## src/rtl/opstack_pkg.sv

```systemverilog
package opstack_pkg;

  typedef enum logic [2:0] {
    CMD_IDLE = 3'd0,
    CMD_PUSH = 3'd1,
    CMD_POP  = 3'd2,
    CMD_REPL = 3'd3,
    CMD_BIN  = 3'd4
  } cmd_e;

  // Step a pointer one slot up or down, wrapping modulo the depth.
  function automatic int unsigned wrap_step(input int unsigned cur,
                                            input int unsigned depth,
                                            input bit          up);
    int unsigned r;
    if (up) r = (cur + 1 >= depth) ? 0 : cur + 1;
    else    r = (cur == 0) ? depth - 1 : cur - 1;
    return r;
  endfunction

endpackage

```

## src/rtl/opstack_ram.sv

```systemverilog
module opstack_ram #(
  parameter int WIDTH = 32,
  parameter int DEPTH = 8,
  localparam int AW = (DEPTH > 1) ? $clog2(DEPTH) : 1
) (
  input  logic             clk,
  input  logic             we,
  input  logic [AW-1:0]    addr,
  input  logic [WIDTH-1:0] wdata,
  output logic [WIDTH-1:0] rdata
);

  logic [WIDTH-1:0] slot_q [DEPTH];
  logic [DEPTH-1:0] slot_we;

  for (genvar g = 0; g < DEPTH; g++) begin : g_slot
    assign slot_we[g] = we && (addr == AW'(g));
    always_ff @(posedge clk) begin
      if (slot_we[g]) slot_q[g] <= wdata;
    end
  end

  // Single shared address: asynchronous read of the addressed slot.
  assign rdata = slot_q[addr];

  AST_ONE_SLOT_WRITE: assert property (@(posedge clk) $onehot0(slot_we));

endmodule

```

## src/rtl/opstack_ptr.sv

```systemverilog
module opstack_ptr
  import opstack_pkg::*;
#(
  parameter int DEPTH = 8,
  localparam int AW = (DEPTH > 1) ? $clog2(DEPTH) : 1
) (
  input  logic          clk,
  input  logic          rst_n,
  input  logic          inc,
  input  logic          dec,
  output logic [AW-1:0] ptr_o,
  output logic [AW-1:0] ptr_up_o
);

  logic [AW-1:0] ptr_q;
  logic [AW-1:0] ptr_dn;

  assign ptr_up_o = AW'(wrap_step(int'(ptr_q), DEPTH, 1'b1));
  assign ptr_dn   = AW'(wrap_step(int'(ptr_q), DEPTH, 1'b0));
  assign ptr_o    = ptr_q;

  always_ff @(posedge clk) begin
    if (!rst_n)   ptr_q <= '0;
    else if (inc) ptr_q <= ptr_up_o;
    else if (dec) ptr_q <= ptr_dn;
  end

  AST_PTR_EXCLUSIVE: assert property (@(posedge clk) disable iff (!rst_n)
    !(inc && dec));
  AST_PTR_INC_WRAP: assert property (@(posedge clk) disable iff (!rst_n)
    inc && ($past(ptr_q) == AW'(DEPTH-1) || ptr_q == AW'(DEPTH-1)) |=>
      (ptr_q == (($past(ptr_q) == AW'(DEPTH-1)) ? '0 : $past(ptr_q) + 1'b1)));
  AST_PTR_DEC_ZERO: assert property (@(posedge clk) disable iff (!rst_n)
    dec && ptr_q == '0 |=> ptr_q == AW'(DEPTH-1));
  AST_PTR_HOLD: assert property (@(posedge clk) disable iff (!rst_n)
    !inc && !dec |=> $stable(ptr_q));

endmodule

```

## src/rtl/opstack_ctrl.sv

```systemverilog
module opstack_ctrl
  import opstack_pkg::*;
(
  input  logic       clk,
  input  logic       rst_n,
  input  logic [2:0] cmd_i,
  output logic       do_push,
  output logic       do_pop,
  output logic       do_repl,
  output logic       do_bin,
  output logic       busy_o
);

  logic busy_q;
  logic accept;

  assign accept  = !busy_q;
  assign do_push = accept && (cmd_i == CMD_PUSH);
  assign do_pop  = accept && (cmd_i == CMD_POP);
  assign do_repl = accept && (cmd_i == CMD_REPL);
  assign do_bin  = accept && (cmd_i == CMD_BIN);
  assign busy_o  = busy_q;

  // Wait state: the array port stays reserved for one cycle after a binary-op.
  always_ff @(posedge clk) begin
    if (!rst_n) busy_q <= 1'b0;
    else        busy_q <= do_bin;
  end

  AST_ONE_CMD: assert property (@(posedge clk) disable iff (!rst_n)
    $onehot0({do_push, do_pop, do_repl, do_bin}));
  AST_BIN_THEN_BUSY: assert property (@(posedge clk) disable iff (!rst_n)
    do_bin |=> busy_o);
  AST_BUSY_SINGLE: assert property (@(posedge clk) disable iff (!rst_n)
    busy_o |=> !busy_o);
  AST_BUSY_BLOCKS: assert property (@(posedge clk) disable iff (!rst_n)
    busy_o |-> !(do_push || do_pop || do_repl || do_bin));

endmodule

```

## src/rtl/cached_opstack.sv

```systemverilog
module cached_opstack
  import opstack_pkg::*;
#(
  parameter int WIDTH = 32,
  parameter int DEPTH = 8,
  localparam int AW = (DEPTH > 1) ? $clog2(DEPTH) : 1
) (
  input  logic             clk,
  input  logic             rst_n,
  input  logic [2:0]       cmd_i,
  input  logic [WIDTH-1:0] wdata_i,
  output logic [WIDTH-1:0] tos_o,
  output logic [WIDTH-1:0] nos_o,
  output logic             busy_o
);

  logic             do_push, do_pop, do_repl, do_bin;
  logic             refill;
  logic [AW-1:0]    ptr_cur, ptr_up, ram_addr;
  logic [WIDTH-1:0] ram_rdata;
  logic [WIDTH-1:0] tos_q, nos_q;

  opstack_ctrl u_ctrl (
    .clk     (clk),
    .rst_n   (rst_n),
    .cmd_i   (cmd_i),
    .do_push (do_push),
    .do_pop  (do_pop),
    .do_repl (do_repl),
    .do_bin  (do_bin),
    .busy_o  (busy_o)
  );

  assign refill = do_pop || do_bin;

  opstack_ptr #(.DEPTH(DEPTH)) u_ptr (
    .clk      (clk),
    .rst_n    (rst_n),
    .inc      (do_push),
    .dec      (refill),
    .ptr_o    (ptr_cur),
    .ptr_up_o (ptr_up)
  );

  // One port: a spill writes above the pointer, a refill reads at it.
  assign ram_addr = do_push ? ptr_up : ptr_cur;

  opstack_ram #(.WIDTH(WIDTH), .DEPTH(DEPTH)) u_ram (
    .clk   (clk),
    .we    (do_push),
    .addr  (ram_addr),
    .wdata (nos_q),
    .rdata (ram_rdata)
  );

  always_ff @(posedge clk) begin
    if (!rst_n) begin
      tos_q <= '0;
      nos_q <= '0;
    end else if (do_push) begin
      tos_q <= wdata_i;
      nos_q <= tos_q;
    end else if (refill) begin
      tos_q <= do_bin ? wdata_i : nos_q;
      nos_q <= ram_rdata;
    end else if (do_repl) begin
      tos_q <= wdata_i;
    end
  end

  assign tos_o = tos_q;
  assign nos_o = nos_q;

  AST_PUSH_SHIFT: assert property (@(posedge clk) disable iff (!rst_n)
    do_push |=> tos_o == $past(wdata_i) && nos_o == $past(tos_o));
  AST_POP_SHIFT: assert property (@(posedge clk) disable iff (!rst_n)
    do_pop |=> tos_o == $past(nos_o));
  AST_REPL_KEEP_NOS: assert property (@(posedge clk) disable iff (!rst_n)
    do_repl |=> tos_o == $past(wdata_i) && $stable(nos_o));
  AST_BIN_RESULT: assert property (@(posedge clk) disable iff (!rst_n)
    do_bin |=> tos_o == $past(wdata_i));
  AST_IDLE_HOLD: assert property (@(posedge clk) disable iff (!rst_n)
    !(do_push || do_pop || do_repl || do_bin) |=> $stable(tos_o) && $stable(nos_o));

endmodule

```

## config.mk

```make
export PLATFORM = sky130hd
export DESIGN_NAME = cached_opstack
export DESIGN_NICKNAME = d
export VERILOG_FILES = /design/src/rtl/opstack_pkg.sv /design/src/rtl/opstack_ram.sv /design/src/rtl/opstack_ptr.sv /design/src/rtl/opstack_ctrl.sv /design/src/rtl/cached_opstack.sv
export SDC_FILE = /design/constraint.sdc
export NUM_CORES = 1
export LEC_CHECK = 0
export BUFFER_PORTS_ARGS = -buffer_cell sky130_fd_sc_hd__buf_2
export CAP_MARGIN = 40
export CORE_UTILIZATION = 40
export CTS_CLUSTER_SIZE = 24
export DETAILED_ROUTE_END_ITERATION = 8
export GPL_TIMING_DRIVEN = 0
export HOLD_SLACK_MARGIN = 0.08
export SKIP_LAST_GASP = 1
export SYNTH_ARGS = -nofsm -noshare
export SYNTH_HDL_FRONTEND = slang
export SYNTH_SLANG_ARGS = --single-unit
```

## constraint.sdc

```tcl
create_clock -name clk -period 14.5 [get_ports clk]
set_input_delay 2.9 -clock clk [delete_from_list [all_inputs] [get_ports clk]]
set_output_delay 2.9 -clock clk [all_outputs]
set_load 0.02 [all_outputs]
```

==> impl_metrics.ini <==
[clocking]
post_cts_resize_count = 0
cts_inserted_buffers = 36
cts.repair_timing.setup_buffer_count = 0
cts_buffer_depth = 3
postCtsHoldBufs = 0
path_clk_slew_ps = 60
htreeDepth = 2
clock_insertion_delay_worst_skew_ps = 530
clock-sinks = 324
cts_tree = built
clock-root-buffer = clkbuf_16

[placed_design]
dp_cells = 1697
detailed_placement_wirelength_estimate_um = 35700
gp_congestion = 0.967
port_buffers = 98
placedInstanceArea_mm2 = 0.0161

[pwr]
fin_total_pwr_w = 0.00243
swShare_pct = 28.1
internal_power_w = 0.00174
switching_power_w = 0.000682
cellPowerDensity_mw_per_mm2 = 140
vdd.ir_drop.worst_v = 0.0000886
power.share.sequential_pct = 44.9
power.share.clock_pct = 39.3
combPwrFrac_pct = 15.9
power.static_leakage_nw = 6.25

[floorplanning]
die_width_um = 193
die_h_um = 193
dieArea_mm2 = 0.0371
initial_utilization_pct = 40.8
num_rows = 69
floorplan.core_area_mm2 = 0.0357
io_pins = 102

[synthesis]
synth-seq-cells = 324
total_nets_after_synthesis = 1151
synth-async-reset-ratio_pct = 0
seq_area_frac_synth_pct = 62.2
synthSimpleGateAreaFrac_pct = 6.22
post_synthesis_cell_area_mm2 = 0.0145
xor_xnor_portion_of_the_synthesized_cell_area_pct = 0.120
synth_area_per_cell_um2 = 13.1
yosys.area.top_type = edfxtp_1
synth-edff-count = 256
ys_top_cells_by_area = edfxtp_1 (53%), dfxtp_1 (9.4%), mux2i_1 (4.7%)
netlist-cell-type-count = 63
yosys_warnings = 0
yosys.area_share.adder_pct = 0.258
post_synth_most_frequent_cells = edfxtp_1 (256), nand2_1 (74), dfxtp_1 (68), mux2i_1 (68), clkbuf_1 (62)
compound_cell_area_share_of_the_yosys_netlist_pct = 21.2
share_of_cell_area_taken_by_muxes_after_synthesis_pct = 5.77
synth_top_family_by_area = compound AO/OA/AOI/OAI gates
netlist.area_leader.share_pct = 52.9
synthCells = 1111
synth_flop_cell = edfxtp_1
synth_most_common_cell = edfxtp_1

[sta]
timing.fmax_mhz = 168
relSlewSlack_pct = 36.3
fin_worst_skew_ps = 16.4
final.period_utilization_pct = 41.1
setup_violations = 0
fin_tns_setup_ps = 0
timing.hold.ws_ps = 525
timing.final.max_slew_violations = 0
final_hold_viol_count = 0
min_period_ps = 5950
slew_of_the_pin_with_the_lowest_slew_margin_ps = 955
unrepaired_setup_endpoints_after_global_routing = false

[route]
number_of_detailed_route_iterations_in_the_first_pass = 9
post_drt_via_cell_ratio = 6.56
drc = 12
detailroute.via_count = 11561
wl_um = 52800
routed_wire_length_per_instance_um = 30.0
drtAntennaViolNets = 0
drt_first_iter_violations = 1599

[grt]
number_of_antenna_violations_at_the_first_check_in_global_routing = 0
first_global_vias = 10969
grt_start_max_net_pins = 23
grt_pass1_wl_um = 75300
total_grt_overflow = 0
grtUsageTotal_pct = 28.6

[job]
max_cap_violations = 0

[finish]
final_cell_count_no_fill = 1762
share_of_layout_cells_above_drive_strength_1_pct = 20.4
antenna-diode-count = 0
synth_to_layout_area_growth_pct = 19.1
num-nets-final = 1314
finalInstanceArea_mm2 = 0.0173

[worst_setup_path]
worstPathMaxFanout = 19
worst-endpoint-arrival_ps = 6180
critical_path.endpoint_type = flop
wp_data_required_ps = 14730
criticalPathCategory = in2reg
worstSetupStartpointType = input pin

[run_status]
run_status = complete, but fails checks
violations = DRC

[min_path]
hold_path_class = reg2reg
[metrics by stage]
step                      worst slack [ps]  utilization (%)
after floorplan                       7750                -
after global placement                5070             43.8
after detailed placement              8100             45.1
after CTS                             8640             48.5
after global routing                  8500             48.5
final                                 8550             48.5
[path summary, 6_finish.rpt]
| path | startpoint | end | slack, ps | cells past startpoint |
|---|---|---|---|---|
| worst max-delay path | cmd_i[0] | u_ram.slot_q[4][29] | 8550 | 9 |
| worst min-delay path | tos_o[3] | nos_o[3] | 520 | 2 |
| worst max register to register | u_ptr.ptr_o[1] | u_ram.slot_q[6][24] | 9760 | 10 |
| worst min register to register | tos_o[3] | nos_o[3] | 520 | 2 |
[logic make-up (layout without fill, tap and decap cells)]
family	after synthesis	count (layout)
compound gates	383	383
simple gates	183	183
mux	81	81
flops	324	324
fa+ha+maj	3	3
buf+inv	135	325
xor+xnor	2	2
[metal layers]
metal | vias up | routed length [um] | global-route usage [%] | part of all wire [%]
li1 | 4838 | - | - | -
met1 | 5781 | 21500 | 39.5 | 41
met2 | 803 | 23500 | 44.0 | 44
met3 | 139 | 5500 | 5.04 | 10
met4 | 0 | 2350 | 12.6 | 4.5
met5 | - | 0 | 0 | 0
[sequential cells by signal, indices dropped and copies added, names as in the netlist]
signal	count
tos_o	32
u_ptr.ptr_o	3
nos_o	32
u_ram.slot_q	256
u_ctrl.busy_o	1
[critical path, cell delays in order]
cell     delay (ps)
buf_2           170
nor4b_4         390
buf_4           280
buf_2           280
buf_1           530
buf_2           450
nand2_1         220
nor2_4          680
buf_16          250
[area by class of cell]
| cell class | instances | area [um^2] |
|---|---|---|
| Fill cell | 3165 | 18300 |
| Sequential cell | 324 | 9050 |
| Multi-Input combinational cell | 652 | 4920 |
| Clock buffer | 50 | 1080 |
| Timing Repair Buffer | 125 | 913 |
| Tap cell | 461 | 577 |
| Buffer | 105 | 503 |
| Clock inverter | 15 | 155 |
| Inverter | 30 | 113 |
[cell usage in the layout (no fill, tap or decap), types with 7 or more instances in the layout]
cell type / synthesis / final
nor3_1: 8 / 7
edfxtp_1: 256 / 256
nand3_1: 43 / 43
buf_4: 3 / 9
buf_1: 7 / 7
a211o_1: 8 / 8
a22o_1: 18 / 18
nor2_1: 18 / 13
a221o_1: 11 / 11
o211a_1: 33 / 33
o2bb2ai_1: 16 / 16
a21oi_1: 48 / 48
buf_2: 24 / 122
mux2_2: 12 / 12
a31oi_1: 25 / 25
clkbuf_16: 0 / 38
clkbuf_1: 62 / 66
a2111oi_0: 17 / 17
a221oi_1: 26 / 26
o31ai_1: 19 / 19
buf_8: 0 / 7
a32o_1: 9 / 9
a222oi_1: 10 / 10
mux2i_1: 68 / 67
o21ai_0: 25 / 25
clkinv_2: 0 / 8
o221ai_1: 8 / 8
buf_6: 9 / 15
nand2_1: 74 / 74
a311oi_1: 9 / 9
dfxtp_1: 68 / 68
clkbuf_8: 0 / 8
inv_1: 28 / 28
a22oi_1: 31 / 31
and3_1: 9 / 7
o221a_2: 7 / 7
a211oi_1: 7 / 7
o211ai_1: 26 / 26
[power groups by stage]
stage          clock, W  combinational [W]  sequential [W]
2_1_floorplan         0           0.000201         0.00111
3_3_place_gp          0           0.000356         0.00111
3_5_place_dp          0           0.000374         0.00111
4_1_cts        0.000956           0.000375         0.00109
5_1_grt        0.000990           0.000402         0.00109
6_report       0.000952           0.000385         0.00109
Note: power is estimated with default switching activity, not from simulation.
